## src/rtl/xs_pkg.sv

```systemverilog
package xs_pkg;
  localparam int AW     = 16;
  localparam int DW     = 8;
  localparam int SW     = 3;
  localparam int NREG   = 3;
  localparam int OFF_W  = 11;
  localparam int MAX_WAIT = 6;
  localparam logic [SW-1:0] STRETCH_RST = SW'(1);

  localparam logic [AW-1:0] REG_BASE  [NREG] = '{16'h0000, 16'h1000, 16'h2000};
  localparam int            REG_ABITS [NREG] = '{11, 9, 8};
  localparam int            REG_WAIT  [NREG] = '{0, MAX_WAIT, 0};

  localparam int LEN_MAX = 1 + (2**SW - 1) + MAX_WAIT;
  localparam int LEN_W   = $clog2(LEN_MAX + 1);
endpackage

```

## src/rtl/xs_addr_form.sv

```systemverilog
module xs_addr_form
  import xs_pkg::*;
(
  input  logic          indirect_i,
  input  logic [AW-1:0] addr_i,
  input  logic [DW-1:0] page_i,
  output logic [AW-1:0] eff_addr_o
);
  assign eff_addr_o = indirect_i ? {page_i, addr_i[DW-1:0]} : addr_i;
endmodule

```

## src/rtl/xs_decode.sv

```systemverilog
module xs_decode
  import xs_pkg::*;
(
  input  logic [AW-1:0]    addr_i,
  output logic [NREG-1:0]  hit_o,
  output logic [OFF_W-1:0] off_o,
  output logic [LEN_W-1:0] wait_o
);
  always_comb begin
    hit_o  = '0;
    off_o  = '0;
    wait_o = '0;
    for (int i = 0; i < NREG; i++) begin
      if ((addr_i >> REG_ABITS[i]) == (REG_BASE[i] >> REG_ABITS[i])) begin
        hit_o[i] = 1'b1;
        off_o    = addr_i[OFF_W-1:0] & OFF_W'((1 << REG_ABITS[i]) - 1);
        wait_o   = LEN_W'(REG_WAIT[i]);
      end
    end
  end
endmodule

```

## src/rtl/xs_timer.sv

```systemverilog
module xs_timer
  import xs_pkg::*;
(
  input  logic             clk_i,
  input  logic             rst_ni,
  input  logic             start_i,
  input  logic [LEN_W-1:0] len_i,
  output logic             busy_o,
  output logic             last_o
);
  logic [LEN_W-1:0] cnt_q;
  logic             busy_q;

  always_ff @(posedge clk_i or negedge rst_ni) begin
    if (!rst_ni) begin
      busy_q <= 1'b0;
      cnt_q  <= '0;
    end else if (start_i) begin
      busy_q <= 1'b1;
      cnt_q  <= len_i - LEN_W'(1);
    end else if (busy_q) begin
      if (cnt_q == '0) busy_q <= 1'b0;
      else             cnt_q  <= cnt_q - LEN_W'(1);
    end
  end

  assign busy_o = busy_q;
  assign last_o = busy_q && (cnt_q == '0);
endmodule

```

## src/rtl/xs_cfg_regs.sv

```systemverilog
module xs_cfg_regs
  import xs_pkg::*;
(
  input  logic          clk_i,
  input  logic          rst_ni,
  input  logic          we_i,
  input  logic          sel_i,
  input  logic [DW-1:0] wdata_i,
  output logic [DW-1:0] rdata_o,
  output logic [SW-1:0] stretch_o,
  output logic [DW-1:0] page_o
);
  logic [SW-1:0] stretch_q;
  logic [DW-1:0] page_q;

  always_ff @(posedge clk_i or negedge rst_ni) begin
    if (!rst_ni) begin
      stretch_q <= STRETCH_RST;
      page_q    <= '0;
    end else if (we_i) begin
      if (sel_i) page_q    <= wdata_i;
      else       stretch_q <= wdata_i[SW-1:0];
    end
  end

  assign rdata_o   = sel_i ? page_q : {{(DW-SW){1'b0}}, stretch_q};
  assign stretch_o = stretch_q;
  assign page_o    = page_q;
endmodule

```

## src/rtl/xdata_stretch_ctrl.sv

```systemverilog
module xdata_stretch_ctrl
  import xs_pkg::*;
(
  input  logic               clk_i,
  input  logic               rst_ni,
  input  logic               req_i,
  input  logic               we_i,
  input  logic               indirect_i,
  input  logic [15:0]        addr_i,
  input  logic [7:0]         wdata_i,
  output logic [7:0]         rdata_o,
  output logic               done_o,
  output logic               busy_o,
  input  logic               cfg_we_i,
  input  logic               cfg_sel_i,
  input  logic [7:0]         cfg_wdata_i,
  output logic [7:0]         cfg_rdata_o,
  output logic [2:0]         sel_o,
  output logic               rd_o,
  output logic               wr_o,
  output logic [10:0]        mem_addr_o,
  output logic [7:0]         mem_wdata_o,
  input  logic [23:0]        mem_rdata_i
);
  logic [SW-1:0]    stretch;
  logic [DW-1:0]    page;
  logic [AW-1:0]    eff_addr;
  logic [NREG-1:0]  hit;
  logic [OFF_W-1:0] off;
  logic [LEN_W-1:0] wait_cnt, len;
  logic             accept, busy, last;

  logic [NREG-1:0]  sel_q;
  logic [OFF_W-1:0] off_q;
  logic             wr_q;
  logic [DW-1:0]    wdata_q;

  xs_cfg_regs u_cfg (
    .clk_i, .rst_ni,
    .we_i(cfg_we_i), .sel_i(cfg_sel_i), .wdata_i(cfg_wdata_i),
    .rdata_o(cfg_rdata_o), .stretch_o(stretch), .page_o(page)
  );

  xs_addr_form u_addr (
    .indirect_i, .addr_i, .page_i(page), .eff_addr_o(eff_addr)
  );

  xs_decode u_dec (
    .addr_i(eff_addr), .hit_o(hit), .off_o(off), .wait_o(wait_cnt)
  );

  assign accept = req_i && !busy;
  assign len    = LEN_W'(1) + LEN_W'(stretch) + wait_cnt;

  xs_timer u_tmr (
    .clk_i, .rst_ni, .start_i(accept), .len_i(len),
    .busy_o(busy), .last_o(last)
  );

  always_ff @(posedge clk_i or negedge rst_ni) begin
    if (!rst_ni) begin
      sel_q   <= '0;
      off_q   <= '0;
      wr_q    <= 1'b0;
      wdata_q <= '0;
    end else if (accept) begin
      sel_q   <= hit;
      off_q   <= off;
      wr_q    <= we_i;
      wdata_q <= wdata_i;
    end
  end

  // read return: AND-OR over region lanes
  logic [DW-1:0] lane [NREG];
  for (genvar g = 0; g < NREG; g++) begin : g_lane
    assign lane[g] = sel_q[g] ? mem_rdata_i[g*DW +: DW] : '0;
  end

  logic [DW-1:0] rd_mux;
  always_comb begin
    rd_mux = '0;
    for (int i = 0; i < NREG; i++) rd_mux = rd_mux | lane[i];
  end

  logic mapped;
  assign mapped      = |sel_q;
  assign busy_o      = busy;
  assign done_o      = last;
  assign sel_o       = busy ? sel_q : '0;
  assign rd_o        = busy && mapped && !wr_q;
  assign wr_o        = busy && mapped && wr_q;
  assign mem_addr_o  = off_q;
  assign mem_wdata_o = wdata_q;
  assign rdata_o     = (last && !wr_q) ? rd_mux : '0;
endmodule

```

## config.mk

```make
export PLATFORM = sky130hd
export DESIGN_NAME = xdata_stretch_ctrl
export DESIGN_NICKNAME = d
export VERILOG_FILES = /design/src/rtl/xs_pkg.sv /design/src/rtl/xs_addr_form.sv /design/src/rtl/xs_decode.sv /design/src/rtl/xs_timer.sv /design/src/rtl/xs_cfg_regs.sv /design/src/rtl/xdata_stretch_ctrl.sv
export SDC_FILE = /design/constraint.sdc
export NUM_CORES = 1
export LEC_CHECK = 0
export BUFFER_PORTS_ARGS = -buffer_cell sky130_fd_sc_hd__buf_2
export CAP_MARGIN = 20
export CORE_UTILIZATION = 32
export CTS_CLUSTER_DIAMETER = 60
export DETAILED_ROUTE_END_ITERATION = 8
export HOLD_SLACK_MARGIN = 0.05
export SLEW_MARGIN = 10
export SYNTH_ARGS = -nofsm -noshare
export SYNTH_HDL_FRONTEND = slang
export SYNTH_HIERARCHICAL = 1
export SYNTH_SLANG_ARGS = --single-unit
```

## constraint.sdc

```tcl
create_clock -name clk_i -period 4.8 [get_ports clk_i]
set_input_delay 0.24 -clock clk_i [delete_from_list [all_inputs] [get_ports clk_i]]
set_output_delay 0.24 -clock clk_i [all_outputs]
set_load 0.02 [all_outputs]
```

==> impl_metrics.toml <==
[setup_path]
worstPathMaxFanout = 4
end_kind = "flop"
crit_arrival_ps = 2890
start_kind = "flop"
required_ps = 5030
crit_type = "flop to flop"

[timing]
maxSlewViolCount = 0
fin_skew_ps = 6.478
finalHoldViolations = 0
tightest_slew_ps = 905.2
fin_crit_sh = 0.5559
fin_tns_setup_ps = 0
rsz0062_at_grt = "no"
setup_viol = 0
period_needed_ps = 2668
maxSlewHeadroom = 0.3966
fmax_mhz = 374.8
setup_slack_ps = 2132

[global_routing]
grtUsageTotal = 0.1352
grt_antenna_before_repair = 0
grt-ovfl-total = 0
grt_max_degree = 40
grt_pass1_wl_um = 8073
first_global_vias = 1687

[routing]
ant_nets = 0
routed_wl_um = 5296
viasPerCell = 4.594
dr.pass1.iters = 4
routedWlPerCell_um = 13.51
num_vias = 1801
drt_iter0_markers = 68
drcViolationCount = 0

[outcome]
status = "finished, final reports clean"

[place]
pre_cts_slack_ps = 1957
io_buffers = 104
place_congestion = 0.7333
dp_hpwl_um = 4000

[cells_and_area]
drive_gt1_frac = 0.5563
multi_input_area_sq_um = 1210
area.sequential_sq_um = 977.2
area_growth_pct = 24.69
final_nets = 360
fillers = 724
diodes = 0

[worst_hold_path]
hold_class = "primary input to async pin"

[clock_tree]
hold_buffers = 0
cts_root_buf = "clkbuf_8"
cts.sinks = 39
numCtsBuffers = 5
cts_buffer_depth = 2
post_cts_resized = 0
clock_latency_ps = 290
post_cts_buffers = 0
clk_pin_slew_worst_paths_ps = 80
cts_max_level = 2
cts_tree = "done"

[synth]
synth_edf_count = 0
ys.flop_type = "dfrtp_1"
synth_most_common_cell = "dfrtp_1"
synth-seq-cells = 39
post-synth-top-area-fraction = 0.3967
syn_inst = 200
synth_area_leaders = "dfrtp_1, mux2_4, mux2_2"
ys_top_cells_by_count = "dfrtp_1, mux2_4, mux2_2"
async_flop_share = 1.000
syn-cell-area_sq_um = 2397
ys.warnings.count = 6
syn_avg_cell_area_sq_um = 11.99
seq_area_frac_synth = 0.4076
synthDistinctLibCells = 43
yosys.area.top_type = "dfrtp_1"

[power_and_ir_drop]
intPower_mw = 0.7899
ir_drop_uv = 148.7
p_leak_nw = 1.533
p_comb_frac = 0.406
p_per_area_nw_per_um2 = 415.0
clkPwrFrac = 0.200
p_sw_frac = 0.3631
seqPwrFrac = 0.394
switchingPower_mw = 0.4504

[die]
io_pins = 105
die_w_um = 88.56
fp-row-count = 31
die_y_um = 88.56
start_util = 0.3305
coreArea_sq_um = 7253
die_area_sq_um = 7842

[flow_run]
maxCapViolations = 0
-- through the flow --
| step | hold WS [ps] | instances | util | total power, mW | area (sq um) |
|---|---|---|---|---|---|
| finish | 78.12 | 392 | 0.4121 | 1.240 | 2989 |
| global route | 143.1 | 392 | 0.4121 | 1.335 | 2989 |
| CTS | 107.1 | 392 | 0.4121 | 1.261 | 2989 |
| detailed placement | 427.1 | 384 | 0.3978 | 1.005 | 2885 |
| global placement | 416.3 | 384 | 0.3978 | 0.9907 | 2885 |
| floorplan | -55.59 | 201 | - | 0.8678 | 2401 |
-- worst max-delay path: stages, from the launching register on --
cell and delay, ps:
dfrtp_1 400, mux2_4 260, nor3_1 350, and3_1 270, inv_1 70, fa_1 500, inv_1 50, mux2i_1 140
ha_1 230, xor2_1 160, nand2_1 70, nand3_1 110
-- cell families after synthesis --
| kind of cell | share of synthesized area |
|---|---|
| adder cells (fa/ha/maj) | 0.02923 |
| XOR/XNOR | 0.01462 |
| flip-flops | 0.4076 |
| other | 0.001564 |
| multiplexers | 0.2584 |
| AND/OR/NAND/NOR | 0.1054 |
| buffers and inverters | 0.09238 |
| AO/OA/AOI/OAI | 0.09082 |
-- final timing paths --
kind	startpoint	endpoint	slack, ps	cells after the start
worst min register to register	mem_addr_o[10]	mem_addr_o[10]	510	1
worst max register to register	u_cfg/page_o[7]	u_tmr/cnt_q[2]	2130	11
max in group asynchronous	rst_ni	u_cfg/page_o[7]	4150	1
worst min-delay path	rst_ni	mem_wdata_o[1]	80	1
worst max-delay path	u_cfg/page_o[7]	u_tmr/cnt_q[2]	2130	11
min in group clk_i	we_i	wr_q	160	3
-- state kept, by name (all words and copies together), names as in the netlist --
signal,flops
mem_addr_o,11
mem_wdata_o,8
sel_q,3
u_cfg/page_o,8
u_cfg/stretch_o,3
u_tmr/busy_o,1
u_tmr/cnt_q,4
wr_q,1
-- cells in the final DEF, fill, tap and decap left out, drive strengths merged, types with 2 or more instances in the layout --
master | synthesis | routed
xnor2 | 3 | 3
nor3 | 3 | 3
a222oi | 8 | 8
and2 | 10 | 10
clkbuf | 3 | 7
conb | 1 | 2
mux2i | 3 | 3
and3 | 3 | 3
mux2 | 44 | 44
or3 | 3 | 3
a21boi | 8 | 8
nand3 | 2 | 2
buf | 18 | 105
nand3b | 2 | 2
dfrtp | 38 | 38
nand2 | 5 | 5
nor2 | 13 | 13
ha | 4 | 4
inv | 11 | 11
nor2b | 4 | 4
-- cell type report --
class,instances,area share
multi-input cells,130,0.4048
flip-flops and latches,39,0.3269
repair buffers,105,0.1766
well taps,99,0.04144
clock buffers,7,0.03223
inverters,11,0.01549
clock inverters,1,0.002512
-- routing by layer --
layer | vias up | GRT usage | wire [um]
li1 | 884 | - | -
met1 | 833 | 0.1797 | 2500
met2 | 82 | 0.2238 | 2413
met3 | 2 | 0.03172 | 362
met4 | 0 | 0.03079 | 19
met5 | - | 0 | 0
-- power by group through the flow --
| stage | registers (mW) | clock network [mW] | logic, mW |
|---|---|---|---|
| 6_report | 0.489 | 0.248 | 0.503 |
| 5_1_grt | 0.503 | 0.279 | 0.553 |
| 4_1_cts | 0.490 | 0.259 | 0.512 |
| 3_5_place_dp | 0.496 | 0 | 0.509 |
| 3_3_place_gp | 0.492 | 0 | 0.498 |
| 2_1_floorplan | 0.536 | 0 | 0.331 |
(Power assumes the default switching activity.)
